File: src/rtl/sa_pkg.sv
package sa_pkg;
  localparam int unsigned SEL_W   = 2;
  localparam int unsigned NUM_SH  = 1 << SEL_W;
  localparam int unsigned CR_W    = 3;

  typedef struct packed {
    logic neg;
    logic pos;
    logic zero;
  } cr_t;
endpackage

File: src/rtl/sa_operand_prep.sv
module sa_operand_prep #(
  parameter int unsigned XLEN = 64
) (
  input  logic [XLEN-1:0] b_i,
  input  logic            uword_i,
  output logic [XLEN-1:0] idx_o
);
  localparam int unsigned HALF = XLEN / 2;

  always_comb begin
    if (uword_i) idx_o = {{(XLEN-HALF){1'b0}}, b_i[HALF-1:0]};
    else         idx_o = b_i;
  end
endmodule

File: src/rtl/sa_scaler.sv
module sa_scaler #(
  parameter int unsigned XLEN = 64
) (
  input  logic [XLEN-1:0]          idx_i,
  input  logic [sa_pkg::SEL_W-1:0] sel_i,
  output logic [XLEN-1:0]          scaled_o
);
  import sa_pkg::*;

  logic [XLEN-1:0] cand [NUM_SH];

  // candidate k shifts by k+1
  for (genvar k = 0; k < NUM_SH; k++) begin : g_cand
    assign cand[k] = {idx_i[XLEN-2-k:0], {(k+1){1'b0}}};
  end

  assign scaled_o = cand[sel_i];
endmodule

File: src/rtl/sa_flag_gen.sv
module sa_flag_gen #(
  parameter int unsigned XLEN = 64
) (
  input  logic [XLEN-1:0] sum_i,
  input  logic            record_i,
  output sa_pkg::cr_t     cr_o
);
  logic is_zero;

  assign is_zero = (sum_i == '0);

  always_comb begin
    cr_o = '0;
    if (record_i) begin
      cr_o.neg  = sum_i[XLEN-1];
      cr_o.pos  = !sum_i[XLEN-1] && !is_zero;
      cr_o.zero = is_zero;
    end
  end
endmodule

File: src/rtl/scaled_add_unit.sv
module scaled_add_unit #(
  parameter int unsigned XLEN = 64
) (
  input  logic                     clk_i,
  input  logic                     rst_ni,
  input  logic                     valid_i,
  input  logic [XLEN-1:0]          a_i,
  input  logic [XLEN-1:0]          b_i,
  input  logic [sa_pkg::SEL_W-1:0] shift_sel_i,
  input  logic                     uword_i,
  input  logic                     record_i,
  output logic [XLEN-1:0]          sum_o,
  output logic [sa_pkg::CR_W-1:0]  cr_o,
  output logic                     valid_o
);
  import sa_pkg::*;

  logic [XLEN-1:0] idx;
  logic [XLEN-1:0] scaled;
  logic [XLEN-1:0] sum_d;
  cr_t             cr_d;

  sa_operand_prep #(.XLEN(XLEN)) i_prep (
    .b_i     (b_i),
    .uword_i (uword_i),
    .idx_o   (idx)
  );

  sa_scaler #(.XLEN(XLEN)) i_scaler (
    .idx_i    (idx),
    .sel_i    (shift_sel_i),
    .scaled_o (scaled)
  );

  // wraps modulo 2^XLEN, carry dropped
  assign sum_d = a_i + scaled;

  sa_flag_gen #(.XLEN(XLEN)) i_flags (
    .sum_i    (sum_d),
    .record_i (record_i),
    .cr_o     (cr_d)
  );

  always_ff @(posedge clk_i or negedge rst_ni) begin
    if (!rst_ni) begin
      sum_o   <= '0;
      cr_o    <= '0;
      valid_o <= 1'b0;
    end else begin
      valid_o <= valid_i;
      if (valid_i) begin
        sum_o <= sum_d;
        cr_o  <= cr_d;
      end
    end
  end
endmodule

File: config.mk
export PLATFORM = sky130hd
export DESIGN_NAME = scaled_add_unit
export DESIGN_NICKNAME = d
export VERILOG_FILES = /design/src/rtl/sa_pkg.sv /design/src/rtl/sa_operand_prep.sv /design/src/rtl/sa_scaler.sv /design/src/rtl/sa_flag_gen.sv /design/src/rtl/scaled_add_unit.sv
export SDC_FILE = /design/constraint.sdc
export NUM_CORES = 1
export LEC_CHECK = 0
export ABC_AREA = 1
export BUFFER_PORTS_ARGS = -buffer_cell sky130_fd_sc_hd__buf_2
export CAP_MARGIN = 15
export CELL_PAD_IN_SITES_DETAIL_PLACEMENT = 0
export CELL_PAD_IN_SITES_GLOBAL_PLACEMENT = 2
export CORE_AREA = 2 2 186 188
export CTS_CLUSTER_DIAMETER = 60
export DETAILED_ROUTE_END_ITERATION = 8
export DIE_AREA = 0 0 188 190
export PLACE_DENSITY_LB_ADDON = 0.1
export SYNTH_ARGS = -nofsm -noshare
export SYNTH_HDL_FRONTEND = slang
export SYNTH_SLANG_ARGS = --single-unit
export TNS_END_PERCENT = 5
File: constraint.sdc
create_clock -name clk_i -period 1.5 [get_ports clk_i]
set_clock_uncertainty 0.1 [all_clocks]
set_input_delay 0.15 -clock clk_i [delete_from_list [all_inputs] [get_ports clk_i]]
set_output_delay 0.15 -clock clk_i [all_outputs]
set_load 0.01 [all_outputs]
**Word-level counts from Yosys, hierarchy flattened**

Index checks and enable logic that the tools add are counted.

- Register bits: 68
- Word-level logic and storage cells: 15
- Output and inout bits: 68

- $lt $le $gt $ge: 1
- Reduce and logical (&&, ||, !) cells: 4
- Bitwise gates (word level): 1
- Muxes and demuxes: 5
- $add $sub $neg: 1

Operator list:

| kind | count |
|---|---|
| binary-select mux 64 bit (select 2 bit) | 1 |
| 2-to-1 mux 64 bit | 2 |
| adder 64 bit | 1 |
| zero test 64 bit | 1 |
| 2-to-1 mux 63 bit | 1 |
| greater-or-equal comparator 3 bit, second input constant | 1 |
| 2-to-1 mux 3 bit | 1 |
| NOT 2 -> 3 bit | 1 |
| zero test 1 bit | 2 |
| logical AND 1 bit | 1 |

**Depth between registers and ports, before layout**

Gate-level depths: netlist (run 1).

- Depth after elaboration: 9
- Mapped depth: 28

**By module**

From an unflattened synthesis (run 1), not the netlist that was laid out.

- Cells, all modules: 2156
- Area, all modules: 11064.4 sq um

By module, submodules not included:

| module | cells an instance | area an instance (sq um) | instances | sequential area each (sq um) |
|---|---|---|---|---|
| scaled_add_unit | 1585 | 8516.9 | 1 | 1701.6 |
| sa_scaler | 403 | 1757.9 | 1 | 0.0 |
| sa_operand_prep | 99 | 514.2 | 1 | 0.0 |
| sa_flag_gen | 69 | 275.3 | 1 | 0.0 |

**Worst setup path after synthesis (run 1)**

No wires, ideal clock.

- Path kind: input to register
- Start point: input port shift_sel_i[1] in the netlist's numbering
- End point: register cr_o[1] in the netlist's numbering
- Setup slack: -1682 ps
- Arrival time: 2966 ps
- Setup time: 116 ps
- Stages on the path: 23
- Cells stage by stage: clkbuf_1 buf_1 buf_1 mux2i_1 ha_1 nand2_2 inv_1 nand2_1 nand2_1 nand2_1 nand2_1 a21oi_1 nand2_2 nand2_2 nand3b_1 nand2_2 nand2_1 nor2_1 nand2_1 nor2_2 nand3_1 nand2_1 nand2_1

- Longest elaborated chain between the ends: 9
- Elaborated cells between the ends (all ways): 10
- Classes of those cells: 1 x add/sub; 4 x mux; 1 x bitwise; 4 x reduce/logical

Ends and longest elaborated chain:

| item | RTL line | text |
|---|---|---|
| from (decl) | scaled_add_unit.sv:9 | `input logic [sa_pkg::SEL_W-1:0] shift_sel_i,` |
| NOT 2 -> 3 bit (implied by the code) * | sa_scaler.sv:17 | `assign scaled_o = cand[sel_i];` |
| binary-select mux 64 bit (select 2 bit) * | sa_scaler.sv:17 |  |
| 2-to-1 mux 64 bit (implied by the code) * (2 in a row) | sa_scaler.sv:17 |  |
| adder 64 bit * | scaled_add_unit.sv:36 | `assign sum_d = a_i + scaled;` |
| zero test 64 bit | sa_flag_gen.sv:10 | `assign is_zero = (sum_i == '0);` |
| zero test 1 bit | sa_flag_gen.sv:16 | `cr_o.pos = !sum_i[XLEN-1] && !is_zero;` |
| logical AND 1 bit * | sa_flag_gen.sv:16 |  |
| 2-to-1 mux 3 bit * | sa_flag_gen.sv:14 | `if (record_i) begin` |
| to (signal assigned) | scaled_add_unit.sv:53 | `cr_o <= cr_d;` |
| to (decl) | scaled_add_unit.sv:13 | `output logic [sa_pkg::CR_W-1:0] cr_o,` |

Mark *: on every way between the ends. The rest lies on a longest branch, timed or not. The select of a mux whose other input is x is not followed.
A chain may end at the register's enable or synchronous reset.

**Worst setup path in the final report (run 1)**

- Start point: input port shift_sel_i[0] in the netlist's numbering
- End point: register cr_o[1] in the netlist's numbering

Same word-level chain as after synthesis.

==> impl_metrics.json, run 1 <==
{
  "outcome": "finished with violations",
  "violations": "negative setup slack",
  "hold_class": "primary input to register",
  "crit_top_cell": "nand2_1",
  "die_w_um": 188,
  "post-route-util_pct": 49.5,
  "rsz0062_at_grt": "true",
  "worst_setup_path_end_kind": "register",
  "worst_slack_ns": -1.37,
  "drv_slew": 0,
  "ant_nets": 0,
  "area_growth_syn_to_layout_pct": 62.7,
  "period_minus_slack_ns": 2.87,
  "root_buffer": "clkbuf_16",
  "dp_hpwl_um": 37700,
  "p_per_area_mw_per_mm2": 780,
  "finalCritPeriodShare_pct": 191,
  "r2r_end": "sum_o[61]",
  "die_y_um": 190,
  "io_buffers": 201,
  "postRouteWirelength_um": 43300,
  "cts_num_sinks": 68,
  "final-hold-violation-count": 0,
  "grt_overflow": 0,
  "clock_path_buffers": 2,
  "fmax_mhz": 349,
  "grt.total_usage_pct": 24.3,
  "path_cells": "buf_12 > buf_16 > buf_12 > mux2i_4 > mux2i_1 > ha_2 > nand2_2 > nor2_2 > inv_2 > nor3_4 > nand2_2 > nand2_2 > nand2_1 > nand2_2 > nand2_1 > nor2_1 > nand2_1 > nor3_2 > buf_4 > nand3_1 > nand2_1 > nand2_1",
  "ff_latch_area_mm2": 0.00170,
  "critPathSlowestCell": "ha_2",
  "drc": 0,
  "multi_input_area_mm2": 0.00896,
  "syn-num-nets": 2073,
  "cts_buffers": 9,
  "ctsHtreeMaxLevel": 3,
  "rows": 68,
  "place_congestion": 0.880,
  "synth-edff-count": 0,
  "dieArea_mm2": 0.0357,
  "criticalPathCategory": "primary input to register",
  "synth_flop_cell": "dfrtp_1",
  "synthArstFlopShare_pct": 100,
  "drv_cap": 0,
  "critPathLaunch": "shift_sel_i[0]",
  "drt-initial-drc-count": 621,
  "grt_pass1_vias": 12500,
  "first_pass_iters": 5,
  "critPathArrivalTime_ns": 2.99,
  "pre_cts_ws_ns": -2.09,
  "endpoint": "cr_o[1]",
  "min_delay_path_depth": 4,
  "cp_max_fo": 8,
  "tightest_slew_ns": 0.404,
  "critPathLaunchType": "primary input",
  "reg2reg_from": "sum_o[61]",
  "drive_above_1_share_pct": 42.8,
  "synth.distinct_cells": 37,
  "ir_drop_v": 0.000822,
  "synth_warnings": 0,
  "antenna_found_initial": 0,
  "grt_pass1_wl_um": 67300,
  "io_pins": 203,
  "antenna_cells": 0,
  "ys_seq_area_share_pct": 16.5,
  "ys_ff_latch": 68,
  "r2r_slack_ns": 0.72,
  "netlist_instances": 1867,
  "max_stage_delay_ns": 0.41,
  "grt_max_degree": 109,
  "core_area_mm2": 0.0339,
  "r2r_cells": 2,
  "wl_per_cell_um": 15.2,
  "fillers": 3608,
  "leakage_uw": 0.00928,
  "setup_viol": 65,
  "relSlewSlack_pct": 73.1,
  "layout.nets": 2592,
  "avgSynthCellArea_um2": 5.54,
  "vias": 12700,
  "initial_core_util_pct": 30.5,
  "clock_latency_ns": 0.32,
  "cts_tree": "built",
  "worstPathRequired_ns": 1.62,
  "post_drt_via_cell_ratio": 4.45,
  "mappedNetlistArea_mm2": 0.0103,
  "cts.reportedPaths.clkPinSlew_ns": 0.06
}
cells by family after synthesis:
logic type               share of synthesized area, %
multiplexers                                     5.52
XOR/XNOR                                         1.69
buffers and inverters                            14.2
flip-flops                                       16.5
AND/OR/NAND/NOR                                  45.7
adder cells (fa/ha/maj)                          8.67
AO/OA/AOI/OAI                                    7.78
worst min-delay path by stage:
stage	slack [ns]	end	start
2_1_floorplan	-0.25	cr_o[0]	rst_ni
3_3_place_gp	-0.03	sum_o[15]	rst_ni
3_5_place_dp	-0.04	sum_o[15]	rst_ni
4_1_cts	0.1	sum_o[0]	a_i[0]
5_1_grt	0.13	sum_o[0]	a_i[0]
6_report	0.11	sum_o[0]	a_i[0]
critical path, delay by kind of cell:
kind                     cells  cell delay (ns)
multiplexers                 2             0.34
adder cells (fa/ha/maj)      1             0.41
buffers and inverters        5             0.68
AND/OR/NAND/NOR             14             1.40
sequential cells by signal, indices dropped and copies added (netlist names):
name / cells
sum_o: 64
cr_o: 3
valid_o: 1
per-stage QoR:
step	hold slack [ns]	setup TNS, ns	instances	power [µW]	cell area (µm²)
after floorplan	-0.246	-40.48	1867	5900	10600
after global placement	-0.0328	-97.92	2769	9300	14000
after detailed placement	-0.0352	-98.80	2769	9340	14000
after CTS	0.0995	-56.70	2828	12700	16100
after global routing	0.132	-68.73	2846	14100	16800
final	0.108	-57.73	2846	13100	16800
layout by cell type, fill, tap and decap left out, drive strengths merged, types with 2 or more instances in the layout:
cell type,count
nor3,17
nor2,118
dfrtp,68
bufinv,2
buf,543
a31oi,3
nand3b,18
clkbuf,12
and3,2
o21ai,112
o21bai,3
nand3,88
nand4,17
ha,70
xnor2,17
and2,5
dlygate4sd3,3
a21oi,39
clkinv,8
inv,345
xor2,3
mux2i,57
nand2,837
layout make-up:
type | count | share of cell area (%)
clock buffers | 11 | 1.50
clock inverters | 5 | 0.491
inverters | 349 | 8.03
multi-input cells | 1410 | 53.3
flip-flops and latches | 68 | 10.1
well taps | 455 | 3.38
repair buffers | 547 | 23.1
repair inverters | 1 | 0.0521
timing repair:
| item | CTS | global route |
|---|---|---|
| hold buffers | 3 | 0 |
| pin swaps | 112 | 60 |
| endpoints found under the hold margin | 70 | 0 |
| buffers inserted | 38 | 17 |
| gates cloned | 4 | 1 |
| setup endpoints to repair | 65 | 65 |
| resized for setup | 385 | 145 |
metal layers:
metal | track usage [%] | share of wire [%] | wire length, µm
met1 | 37.2 | 54 | 23200
met2 | 38.0 | 42 | 18100
met5 | 0 | 0 | 0
met4 | 3.79 | 1.2 | 520
met3 | 1.11 | 3.5 | 1520
power breakdown:
| group | switching, µW | internal (µW) |
|---|---|---|
| combinational | 4590 | 3810 |
| sequential | 193 | 2220 |
| clock | 761 | 1550 |
| total | 5550 | 7570 |
cell usage after synthesis, types with 3 or more instances:
cell type / count / area (µm²)
nand2_1: 803 / 3010
inv_1: 333 / 1250
o21ai_0: 111 / 556
nand3_1: 82 / 410
nor2_1: 81 / 304
ha_1: 70 / 876
dfrtp_1: 68 / 1700
mux2i_1: 57 / 571
a21oi_1: 39 / 195
nand2_2: 34 / 213
nor2_2: 28 / 175
clkbuf_1: 24 / 90.1
nand3b_1: 18 / 135
nand4_1: 17 / 106
xnor2_1: 17 / 149
buf_1: 13 / 48.8
inv_2: 11 / 41.3
nor2_4: 9 / 101
nor3_1: 8 / 40.0
nor3_2: 7 / 70.1
nand3_2: 6 / 60.1
clkinv_1: 5 / 18.8
a31oi_1: 3 / 18.8
and2_1: 3 / 18.8
o21bai_1: 3 / 22.5
xor2_1: 3 / 26.3
(Power assumes the default switching activity.)
==> inputs of run 2 (changes only) <==
--- a/config.mk
+++ b/config.mk
@@ -14,7 +14,8 @@
 export CTS_CLUSTER_DIAMETER = 60
 export DETAILED_ROUTE_END_ITERATION = 8
 export DIE_AREA = 0 0 188 190
-export PLACE_DENSITY_LB_ADDON = 0.1
+export PLACE_DENSITY_LB_ADDON = 0.15
+export RECOVER_POWER = 25
 export SYNTH_ARGS = -nofsm -noshare
 export SYNTH_HDL_FRONTEND = slang
 export SYNTH_SLANG_ARGS = --single-unit
==> constraint.sdc (replaced) <==
create_clock -name clk_i -period 3.3 [get_ports clk_i]
set_clock_uncertainty 0.1 [all_clocks]
set_input_delay 0.33 -clock clk_i [delete_from_list [all_inputs] [get_ports clk_i]]
set_output_delay 0.33 -clock clk_i [all_outputs]
set_load 0.01 [all_outputs]
==> run 2 against run 1 <==
The run ends with max-capacitance violations, max-slew violations left. Utilization fell by 3.1 points. Non-clock buffer count fell by 35. Die area did not move. Hold slack improved by 0.040 ns. Via count fell by 1.8%. Combinational power fell by 58%. Global-route usage fell by 2.0 points. Wire length fell by 3.7%. Worst setup slack improved by 1.6 ns. Critical path type unchanged. Largest power group unchanged. Highest routed layer unchanged.
==> impl_metrics.json, run 2 (synthesis results as in run 1) <==
{
  "clock_latency_ns": 0.32,
  "place_area_mm2": 0.0140,
  "outcome": "finished with violations",
  "finalCritPeriodShare_pct": 94.2,
  "grt_max_degree": 100,
  "final-hold-violation-count": 0,
  "core_area_mm2": 0.0339,
  "first_pass_iters": 5,
  "vias": 12400,
  "hold_class": "primary input to register",
  "ctsHtreeMaxLevel": 3,
  "p_per_area_mw_per_mm2": 351,
  "postRouteWirelength_um": 41700,
  "grt.total_usage_pct": 22.2,
  "io_buffers": 201,
  "critPathArrivalTime_ns": 3.22,
  "cts_tree": "built",
  "cts.reportedPaths.clkPinSlew_ns": 0.05,
  "root_buffer": "clkbuf_16",
  "ant_nets": 0,
  "cts_buffers": 9,
  "post_drt_via_cell_ratio": 4.43,
  "stdcell_area_mm2": 0.0158,
  "area_growth_syn_to_layout_pct": 52.5,
  "grt_overflow": 0,
  "die_w_um": 188,
  "leakage_uw": 0.00890,
  "die_y_um": 190,
  "grt_pass1_vias": 11500,
  "worstPathRequired_ns": 3.41,
  "antenna_found_initial": 1,
  "reg.largest.list": "sum_o: 64 flops, cr_o: 3 flops, valid_o: 1 flops",
  "ir_drop_v": 0.000343,
  "criticalPathCategory": "primary input to register",
  "final_common_cell": "nand2_1",
  "drc": 0,
  "final_cells": 2809,
  "largest_reg_flops": 64,
  "rows": 68,
  "worst_setup_path_end_kind": "register",
  "clock_path_buffers": 2,
  "drt-initial-drc-count": 530,
  "drv_slew": 45,
  "initial_core_util_pct": 30.5,
  "grt_pass1_wl_um": 61600,
  "fmax_mhz": 322,
  "post-route-util_pct": 46.4,
  "io_pins": 203,
  "dieArea_mm2": 0.0357,
  "cp_max_fo": 16,
  "drive_above_1_share_pct": 35.2,
  "r2r_cells": 2,
  "drv_cap": 1,
  "numPlacedInstances": 2763,
  "relSlewSlack_pct": -47.1,
  "critPathLaunchType": "primary input",
  "min_delay_path_depth": 3,
  "fillers": 3713,
  "period_minus_slack_ns": 3.11,
  "tightest_slew_ns": 2.21,
  "violations": "max-capacitance violations, max-slew violations",
  "dp_hpwl_um": 35800,
  "largest_register": "sum_o",
  "hold_buffers": 0,
  "setup_viol": 0,
  "cts_num_sinks": 68,
  "wl_per_cell_um": 14.8,
  "place_congestion": 0.888,
  "layout_common_cells": "nand2_1, inv_1, buf_4",
  "layout.nets": 2556
}
-- run 2: cell types whose count changed in the layout (fill, tap and decap cells not counted), sizes merged --
cell         delta
buf            -44
clkbuf         +13
dlygate4sd3     -3
clkinv          -2
bufinv          -1
diode           +1
inv             -1
-- run 2: timing repair --
action / in CTS / in global routing
setup endpoints to repair: 2 / 7
resized for setup: 10 / 287
gates cloned: 1 / 12
pin swaps: 3 / 72
buffers inserted: 4 / 14
-- run 2: area by class of cell --
cell class	count	area (µm²)	area share, %
Antenna cell	1	2.50	0.0159
Clock buffer	12	256	1.63
Clock inverter	2	35.0	0.222
Inverter	349	1320	8.39
Multi-Input combinational cell	1410	8180	51.9
Sequential cell	68	1700	10.8
Tap cell	455	569	3.61
Timing Repair Buffer	512	3700	23.5
-- run 2: stage by stage --
stage                     TNS (ns)  hold slack, ns  setup WS, ns  total power, µW
final                            0           0.148         0.192             5530
after global routing       -0.0413           0.175       -0.0413             5980
after CTS                        0          0.0697        0.0136             5220
after detailed placement     -1.32           0.366        -0.438             4250
after global placement      -0.820           0.359        -0.361             4230
after floorplan                  0         -0.0656        0.0157             2640
-- run 2: where the power goes --
group | leakage, µW | internal (µW) | switching (µW)
clock network | 0.000145 | 615 | 317
registers | 0.000825 | 1010 | 91.4
logic | 0.00793 | 1570 | 1930
-- run 2: worst max-delay path, stage by stage --
cell,delay [ns]
clkbuf_16,0.16
inv_6,0.11
clkbuf_16,0.18
nand2_1,0.06
o21ai_1,0.11
o21ai_0,0.11
ha_2,0.44
inv_2,0.08
nor3_4,0.24
inv_2,0.08
buf_6,0.12
nor3_4,0.20
nand3_2,0.15
nand3_2,0.11
nand2_2,0.07
nand2_4,0.10
nand2_1,0.06
nor2_1,0.09
nand2_1,0.07
nor2_2,0.13
nand3_1,0.08
nand2_1,0.07
nand2_1,0.04
-- run 2: worst paths after layout --
path	start	slack [ns]	endpoint
setup / recovery	shift_sel_i[0]	0.19	cr_o[1]
hold / removal	record_i	0.15	cr_o[2]
max in group asynchronous	rst_ni	1.28	sum_o[38]
hold reg to reg	sum_o[5]	0.37	sum_o[5]
min in group asynchronous	rst_ni	0.55	sum_o[1]
setup reg to reg	sum_o[11]	2.47	sum_o[11]
-- run 2: per-layer routing --
layer / GRT usage, % / routed length [µm]
met2: 32.9 / 17100
met1: 34.4 / 22200
met5: 0 / 0
met3: 1.70 / 1600
met4: 5.39 / 809
==> inputs of run 3 (changes only) <==
--- a/config.mk
+++ b/config.mk
@@ -14,6 +14,7 @@
 export CTS_CLUSTER_DIAMETER = 60
 export DETAILED_ROUTE_END_ITERATION = 8
 export DIE_AREA = 0 0 188 190
+export GPL_TIMING_DRIVEN = 0
 export PLACE_DENSITY_LB_ADDON = 0.15
 export RECOVER_POWER = 25
 export SYNTH_ARGS = -nofsm -noshare
==> run 3 against run 2 <==
The run still ends with max-capacitance violations, max-slew violations left. Sequential power about the same. Power decreased by 7.2%. Cell count is 8.3% lower. Worst setup slack better by 0.023 ns. Global-route usage rose by 0.79 points. Critical endpoint unchanged.
==> impl_metrics.json, run 3 (synthesis results as in run 1) <==
{
  "numPlacedInstances": 2521,
  "tightest_slew_ns": 1.65,
  "outcome": "finished with violations",
  "drv_slew": 69,
  "hold_start": "record_i",
  "post_drt_via_cell_ratio": 4.62,
  "critPathLaunchType": "primary input",
  "crit_family": "simple AND/OR/NAND/NOR gates",
  "reg.largest.list": "sum_o: 64 flops, cr_o: 3 flops, valid_o: 1 flops",
  "area_growth_syn_to_layout_pct": 39.8,
  "drive_above_1_share_pct": 30.4,
  "vias": 11900,
  "wl_per_cell_um": 16.4,
  "initial_core_util_pct": 30.5,
  "cp_max_fo": 7,
  "ctsHtreeMaxLevel": 3,
  "grt_overflow": 0,
  "worst_setup_path_end_kind": "register",
  "cts.reportedPaths.clkPinSlew_ns": 0.05,
  "drt-initial-drc-count": 533,
  "io_buffers": 199,
  "cts_num_sinks": 68,
  "root_buffer": "clkbuf_16",
  "ant_nets": 0,
  "grt.total_usage_pct": 23.0,
  "fin_setup_tns_ns": 0,
  "clock_path_buffers": 2,
  "largest_reg_flops": 64,
  "rows": 68,
  "antenna_found_initial": 0,
  "first_pass_iters": 7,
  "path_cells": "buf_2 > inv_2 > buf_8 > clkbuf_16 > nand3_1 > o21ai_0 > inv_1 > o21ai_2 > ha_1 > nand2_4 > nor2_2 > nand2_2 > nor3_2 > nand3_1 > nand3_1 > nand2_1 > nand2_1 > nand2_1 > nor2_1 > nand2_1 > nor2_2 > nand3_2 > nand2_1 > nand2_1",
  "drc": 0,
  "critPathArrivalTime_ns": 3.21,
  "period_minus_slack_ns": 3.09,
  "grt_pass1_wl_um": 62900,
  "place_congestion": 0.879,
  "worstPathRequired_ns": 3.42,
  "max_stage_delay_ns": 0.34,
  "grt_pass1_vias": 11300,
  "ir_drop_v": 0.000318,
  "dieArea_mm2": 0.0357,
  "postRouteWirelength_um": 42400,
  "reg2reg_from": "sum_o[24]",
  "die_w_um": 188,
  "crit_top_cell": "nand2_1",
  "drv_cap": 1,
  "hold_path_end": "cr_o[2]",
  "layout_common_cells": "nand2_1, inv_1, buf_2",
  "p_per_area_mw_per_mm2": 355,
  "antenna_cells": 0,
  "min_delay_path_depth": 3,
  "finalCritPeriodShare_pct": 93.5,
  "grt_max_degree": 69,
  "r2r_slack_ns": 2.51,
  "criticalPathCategory": "primary input to register",
  "cts_buffers": 9,
  "violations": "max-capacitance violations, max-slew violations",
  "clock_latency_ns": 0.33,
  "final-hold-violation-count": 0,
  "die_y_um": 190,
  "fmax_mhz": 324,
  "io_pins": 203,
  "r2r_end": "sum_o[24]",
  "hold_class": "primary input to register",
  "r2r_cells": 2,
  "setup_viol": 0,
  "dp_hpwl_um": 36800,
  "core_area_mm2": 0.0339,
  "relSlewSlack_pct": -9.90,
  "cts_tree": "built",
  "crit_buf_inv": 5,
  "final_common_cell": "nand2_1",
  "largest_register": "sum_o",
  "layout.nets": 2323,
  "final_cells": 2577,
  "critPathSlowestCell": "ha_1",
  "leakage_uw": 0.00768
}
-- run 3: how the worst max path moves through the flow --
stage | endpoint | slack, ns | depth (start not counted) | start
final | cr_o[1] | 0.21 | 24 | uword_i
after global routing | cr_o[1] | -0.02 | 23 | uword_i
after CTS | cr_o[1] | 0.004 | 26 | uword_i
after detailed placement | cr_o[1] | -1.45 | 20 | shift_sel_i[1]
after global placement | cr_o[1] | -1.42 | 20 | shift_sel_i[1]
after floorplan | cr_o[1] | 0.02 | 20 | shift_sel_i[1]
-- run 3: through the flow --
step	power [µW]	hold WS [ns]	worst slack [ns]	utilization, %	area, µm²
2_1_floorplan	2640	-0.0656	0.0157	-	10300
3_3_place_gp	3580	0.358	-1.42	35.1	11900
3_5_place_dp	3590	0.362	-1.45	35.1	11900
6_report	5130	0.138	0.215	42.6	14500
4_1_cts	4740	0.0234	0.00411	37.4	12700
5_1_grt	5540	0.181	-0.0245	42.6	14500
-- run 3: tightest hold or removal path: stages --
cell and delay [ns]:
buf_2 0.09, nand3_1 0.06, nand2_1 0.05
-- run 3: cell type report --
| class | instances | area, µm² |
|---|---|---|
| Tap cell | 455 | 569 |
| Sequential cell | 68 | 1700 |
| Fill cell | 3796 | 19500 |
| Buffer | 39 | 383 |
| Timing Repair Buffer | 240 | 1400 |
| Clock buffer | 9 | 225 |
| Multi-Input combinational cell | 1410 | 8760 |
| Clock inverter | 7 | 100 |
| Inverter | 349 | 1320 |
-- run 3: power by group --
part / internal (µW) / leakage, µW / switching [µW] / total [µW]
combinational: 1140 / 0.00671 / 1860 / 3000
clock: 664 / 0.000148 / 362 / 1030
sequential: 1010 / 0.000825 / 98.8 / 1110
-- run 3: repair_timing --
| action | in CTS | in global routing |
|---|---|---|
| setup buffers | 14 | 21 |
| pin swaps | 11 | 59 |
| endpoints found under the hold margin | 0 | 0 |
| hold buffers | 0 | 0 |
| endpoints found under the setup margin | 54 | 2 |
| resized for setup | 120 | 363 |
| gates cloned | 0 | 6 |
-- run 3: metal layers --
metal | vias up | share of wire, % | track usage (%) | routed length, µm
met2 | 283 | 42 | 35.9 | 18000
li1 | 6240 | - | - | -
met4 | 0 | 2.1 | 5.94 | 885
met3 | 41 | 3.9 | 1.40 | 1670
met5 | - | 0 | 0 | 0
met1 | 5354 | 52 | 34.3 | 21900
